`config.mk`:
```
export PLATFORM = sky130hd
export DESIGN_NAME = acc12_cpu
export DESIGN_NICKNAME = d
export VERILOG_FILES = /design/src/rtl/acc12_cpu.sv
export SDC_FILE = /design/constraint.sdc
export NUM_CORES = 1
export LEC_CHECK = 0
export ABC_CLOCK_PERIOD_IN_PS = 3000
export BUFFER_PORTS_ARGS = -buffer_cell sky130_fd_sc_hd__buf_2
export CORE_ASPECT_RATIO = 1.1
export CORE_MARGIN = 1
export CORE_UTILIZATION = 58
export CTS_CLUSTER_DIAMETER = 120
export DETAILED_ROUTE_END_ITERATION = 10
export PLACE_DENSITY_LB_ADDON = 0.2
export SLEW_MARGIN = 20
export SYNTH_ARGS = -nofsm -noshare
export SYNTH_HDL_FRONTEND = slang
export SYNTH_SLANG_ARGS = --single-unit
```
`constraint.sdc`:
```
create_clock -name clk -period 3 [get_ports clk]
set_input_delay 0.15 -clock clk [delete_from_list [all_inputs] [get_ports clk]]
set_output_delay 0.15 -clock clk [all_outputs]
set_load 0.02 [all_outputs]
```
`src/rtl/acc12_cpu.sv`:
```
module acc12_cpu #(
  parameter int W    = 12,
  parameter int OFFW = 7
) (
  input  logic         clk,
  input  logic         rst_n,
  input  logic         irq,
  input  logic         ien_set,
  output logic         mem_req,
  output logic         mem_we,
  output logic [W-1:0] mem_addr,
  output logic [W-1:0] mem_wdata,
  input  logic [W-1:0] mem_rdata,
  input  logic         mem_valid,
  output logic [W-1:0] pc_o,
  output logic [W:0]   lac_o,
  output logic         ien_o
);
  localparam int OPL  = W - 3;
  localparam int IBIT = OFFW + 1;

  typedef enum logic [2:0] {
    S_FETCH, S_DECODE, S_IND, S_DISP, S_OPRD, S_WR, S_IRQ
  } st_t;

  st_t          st, fin_st;
  logic [W-1:0] pc, mb, ea;
  logic [2:0]   op;
  logic [W:0]   lac;
  logic         ien;

  wire [W-1:0] pc_prev = pc - W'(1);
  wire [W-1:0] rd_inc  = mem_rdata + W'(1);
  wire [W-1:0] ea_dir  = mb[OFFW] ? {pc_prev[W-1:OFFW], mb[OFFW-1:0]}
                                  : {{(W-OFFW){1'b0}}, mb[OFFW-1:0]};

  assign fin_st    = (ien && irq) ? S_IRQ : S_FETCH;
  assign mem_req   = (st == S_FETCH) || (st == S_IND) || (st == S_OPRD) ||
                     (st == S_WR) || (st == S_IRQ);
  assign mem_we    = (st == S_WR) || (st == S_IRQ);
  assign mem_addr  = (st == S_FETCH) ? pc : (st == S_IRQ) ? '0 : ea;
  assign mem_wdata = (st == S_IRQ) ? pc : mb;
  assign pc_o      = pc;
  assign lac_o     = lac;
  assign ien_o     = ien;

  always_ff @(posedge clk or negedge rst_n) begin
    if (!rst_n) begin
      st  <= S_FETCH;
      pc  <= '0;
      mb  <= '0;
      ea  <= '0;
      op  <= '0;
      lac <= '0;
      ien <= 1'b0;
    end else begin
      case (st)
        S_FETCH: if (mem_valid) begin
          mb <= mem_rdata;
          op <= mem_rdata[W-1:OPL];
          pc <= pc + W'(1);
          st <= S_DECODE;
        end
        S_DECODE: begin
          ea <= ea_dir;
          if (op[2] && op[1]) st <= fin_st;
          else if (mb[IBIT])  st <= S_IND;
          else                st <= S_DISP;
        end
        S_IND: if (mem_valid) begin
          ea <= mem_rdata;
          st <= S_DISP;
        end
        S_DISP: begin
          case (op)
            3'd3: begin
              mb         <= lac[W-1:0];
              lac[W-1:0] <= '0;
              st         <= S_WR;
            end
            3'd4: begin
              mb <= pc;
              pc <= ea + W'(1);
              st <= S_WR;
            end
            3'd5: begin
              pc <= ea;
              st <= fin_st;
            end
            default: st <= S_OPRD;
          endcase
        end
        S_OPRD: if (mem_valid) begin
          case (op)
            3'd0: begin
              lac[W-1:0] <= lac[W-1:0] & mem_rdata;
              st         <= fin_st;
            end
            3'd1: begin
              lac <= lac + {1'b0, mem_rdata};
              st  <= fin_st;
            end
            default: begin
              mb <= rd_inc;
              if (rd_inc == '0) pc <= pc + W'(1);
              st <= S_WR;
            end
          endcase
        end
        S_WR: if (mem_valid) st <= fin_st;
        S_IRQ: if (mem_valid) begin
          pc <= W'(1);
          st <= S_FETCH;
        end
        default: st <= S_FETCH;
      endcase

      if (st == S_IRQ && mem_valid) ien <= 1'b0;
      else if (ien_set)             ien <= 1'b1;
    end
  end
endmodule

```
==> impl_metrics.ini <==
[pwr]
totalPowerFinal_mw = 6.08
power.share.sequential_pct = 28.8
combPwrFrac_pct = 62.9
peakVddDrop_mv = 0.479
p_clk_share_pct = 8.3
cell_internal_pwr_mw = 2.82
netSwitchingFraction_pct = 53.6
power.net_switching_mw = 3.26
power.static_leakage_nw = 2.22
power_per_cell_area_nw_per_um2 = 1190

[final_layout]
design.final.nets = 684
drive_above_1_share_pct = 16.6
regArea_um2 = 1400
layout-area-overhead-vs-synth_pct = 10.9
fillerInstances = 692
insertedDiodeCount = 0
multi_input_comb_area_um2 = 2990

[detailed_routing]
ant_nets = 0
detailedRoute.firstIterationViolations = 360
drc_errors = 0
viasPerCell = 6.34
detailroute.via_count = 4790
wl_per_cell_um = 17.5
detail_route.first_pass.iterations = 6
wl_mm = 13.2

[clock_tree]
clk_root_buffer_cell = sky130_fd_sc_hd__clkbuf_8
max-clock-path-buffers = 2
insertion_delay_ns = 0.32
total_clock_buffers_created_by_cts = 5
clock_tree.htree_level_count = 2
tritoncts = built
cts.clk_slew.worst_paths_ns = 0.10
clock_sink_count = 56
post_cts_resize_count = 0

[place]
number_of_buffers_inserted_by_port_buffering = 68
gp_congestion = 0.963
place_hpwl_mm = 9.94

[status]
status = finished, final reports clean

[global_route]
grt-ovfl-total = 0
globalRouteTotalUtil_pct = 33.4
grt_start_max_net_pins = 30
grt_pass1_vias = 4383
grt_first_pass_wirelength_mm = 21.6
initial_antenna_violation_count = 0

[logic_synthesis]
synth_simple_gate_area_share_pct = 23.2
synth_top_area_share_pct = 30.3
ys_async_sr_fraction_pct = 100
yosys_most_used_dff = sky130_fd_sc_hd__dfrtp_1
post_synth_main_area_contributors = sky130_fd_sc_hd__dfrtp_1 30%, sky130_fd_sc_hd__o21ai_0 7.8%, sky130_fd_sc_hd__nand2_1 7.4%
post-synth-top-area-cell = sky130_fd_sc_hd__dfrtp_1
cell_count_after_synthesis = 603
synth.avg_cell_area_um2 = 7.67
yosys_register_bits = 56
synth_enable_flop_cells = 0
synth_top_family_by_area = compound AO/OA/AOI/OAI gates
yosys.area_share.adder_pct = 4.76
synth_compound_area_share_pct = 26.5
synth_top_cells_by_count = 91 x sky130_fd_sc_hd__nand2_1, 72 x sky130_fd_sc_hd__o21ai_0, 56 x sky130_fd_sc_hd__dfrtp_1
synth_cell_types = 62
netlist_area_um2 = 4630
ys_warn_count = 0
synth_seq_area_share_pct = 30.3
synth_nets = 637
yosys.area_share.xor_xnor_pct = 5.49
synth_most_common_cell = sky130_fd_sc_hd__nand2_1
synthMuxAreaShare_pct = 4.54

[sta]
maxClockFrequency_mhz = 376
rsz0062_at_grt = no
count_of_final_max_slew_check_failures = 0
skew_ns = 0.0119
finalCriticalPeriod_ns = 2.66
timing_worst_slew_pin_value_ns = 0.673
worst_slew_margin_rel_pct = 55.1
final.period_utilization_pct = 88.6
setup_tns_ns = 0
hold_viol_final = 0
setup_violations = 0

[worst_hold_path]
min_path_type = in2reg
whs_endpoint = ien_o$_DFFE_PN0P_
worstHoldStart = ien_set
hold_path_depth = 3

[floorplan]
fp.dieH_um = 95.7
number_of_cell_rows = 33
die_x_um = 87.2
initial_util_pct = 60.9
num_io_pins = 69
die_area_um2 = 8340
design.core.area_um2 = 7600

[critical_path]
cp-end-kind = flop
worst_setup_sp_type = flop
terminus_of_the_critical_flop_to_flop_path = lac_o[12]$_DFFE_PN0P_
worst_ep_arrival_time_ns = 2.87
worstPathRequired_ns = 3.21
worstSetupPathType = reg2reg
crit_path_max_fanout = 4
timing.reg2reg.setup_slack_ns = 0.34
r2r.worst_path.cells = 8
worstReg2RegStart = lac_o[0]$_DFFE_PN0P_

[run]
maxCapViolations = 0
[area by class of cell]
class	count	area share, %
multi-input cells	491	58.2
flip-flops and latches	56	27.3
repair buffers	83	8.88
well taps	105	2.56
clock buffers	6	1.41
inverters	13	0.951
clock inverters	2	0.683
[cells in the final DEF (no fill, tap or decap), types with 5 or more instances in the layout]
cell	count
sky130_fd_sc_hd__clkbuf_8	5
sky130_fd_sc_hd__buf_2	68
sky130_fd_sc_hd__ha_1	16
sky130_fd_sc_hd__a211oi_1	5
sky130_fd_sc_hd__nor2_1	47
sky130_fd_sc_hd__buf_4	14
sky130_fd_sc_hd__mux2_2	8
sky130_fd_sc_hd__o21ai_0	72
sky130_fd_sc_hd__a22oi_1	23
sky130_fd_sc_hd__inv_1	13
sky130_fd_sc_hd__nand2_1	91
sky130_fd_sc_hd__o22ai_1	6
sky130_fd_sc_hd__nand4_1	5
sky130_fd_sc_hd__mux2i_1	12
sky130_fd_sc_hd__a31oi_1	14
sky130_fd_sc_hd__a21oi_1	38
sky130_fd_sc_hd__and3_1	8
sky130_fd_sc_hd__xnor2_1	19
sky130_fd_sc_hd__nor3_1	13
sky130_fd_sc_hd__dfrtp_1	56
sky130_fd_sc_hd__and2_1	8
sky130_fd_sc_hd__o31ai_1	5
sky130_fd_sc_hd__nand2b_1	5
sky130_fd_sc_hd__a221oi_1	8
sky130_fd_sc_hd__o21ai_1	10
sky130_fd_sc_hd__xor2_1	10
sky130_fd_sc_hd__nand3_1	15
[worst max-delay path by stage]
| stage | startpoint | endpoint | slack, ns | depth (start not counted) |
|---|---|---|---|---|
| 3_5_place_dp | lac_o[0]$_DFFE_PN0P_ | lac_o[12]$_DFFE_PN0P_ | 0.36 | 8 |
| 4_1_cts | lac_o[0]$_DFFE_PN0P_ | lac_o[12]$_DFFE_PN0P_ | 0.33 | 8 |
| 6_report | lac_o[0]$_DFFE_PN0P_ | lac_o[12]$_DFFE_PN0P_ | 0.34 | 8 |
| 2_1_floorplan | lac_o[0]$_DFFE_PN0P_ | lac_o[12]$_DFFE_PN0P_ | 0.58 | 8 |
| 3_3_place_gp | lac_o[0]$_DFFE_PN0P_ | lac_o[12]$_DFFE_PN0P_ | 0.47 | 8 |
| 5_1_grt | lac_o[0]$_DFFE_PN0P_ | lac_o[12]$_DFFE_PN0P_ | 0.09 | 8 |
[power groups by stage]
stage	Combinational [mW]	Clock [mW]	Sequential, mW
floorplan	2.81	0	1.62
global placement	3.69	0	1.72
detailed placement	3.78	0	1.75
CTS	3.80	0.512	1.73
global route	4.24	0.533	1.82
finish	3.83	0.506	1.75
[routing by layer]
| layer | track usage (%) | share of wire (%) | wire (um) | up-vias |
|---|---|---|---|---|
| met4 | 10.8 | 1.8 | 242 | 0 |
| met5 | 0 | 0 | 0 | - |
| met1 | 43.6 | 43 | 5690 | 2288 |
| met3 | 3.20 | 5.6 | 746 | 22 |
| met2 | 58.2 | 50 | 6540 | 205 |
| li1 | - | - | - | 2275 |
[registers in the layout, summed over array words and instances (netlist names)]
name,count
ea,12
pc_o,12
ien_o,1
lac_o,13
st,3
op,3
mb,12
[logic make-up (layout without fill, tap and decap cells)]
logic type / count (synthesis) / in the layout
mux: 20 / 20
simple gates: 222 / 222
xor+xnor: 29 / 29
compound gates: 203 / 203
flops: 56 / 56
fa+ha+maj: 17 / 17
buf+inv: 56 / 104
[what timing repair did]
item                                    CTS  global route
hold endpoints to repair                 27             0
buffers inserted                          0             0
hold buffers                              1             0
endpoints found under the setup margin    0             0
[per-stage QoR]
| step | util [%] | setup WS [ns] | std cells | hold slack, ns | instance area [um2] |
|---|---|---|---|---|---|
| 4_1_cts | 67.5 | 0.330 | 756 | 0.0805 | 5130 |
| 2_1_floorplan | - | 0.582 | 603 | -0.146 | 4630 |
| 3_3_place_gp | 66.0 | 0.466 | 747 | 0.215 | 5010 |
| 6_report | 67.5 | 0.342 | 756 | 0.0836 | 5130 |
| 5_1_grt | 67.5 | 0.0914 | 756 | 0.137 | 5130 |
| 3_5_place_dp | 66.0 | 0.364 | 747 | 0.212 | 5010 |
[critical path, stage by stage, from the launching register on]
cell and delay, ns:
sky130_fd_sc_hd__dfrtp_1 0.43, sky130_fd_sc_hd__ha_1 0.24, sky130_fd_sc_hd__fa_1 0.43, sky130_fd_sc_hd__a211o_1 0.28, sky130_fd_sc_hd__o211ai_1 0.16, sky130_fd_sc_hd__a221oi_1 0.18
sky130_fd_sc_hd__o41ai_1 0.51, sky130_fd_sc_hd__o21ai_1 0.16, sky130_fd_sc_hd__xor2_1 0.16
No activity file was read; power rests on OpenSTA's default activity.
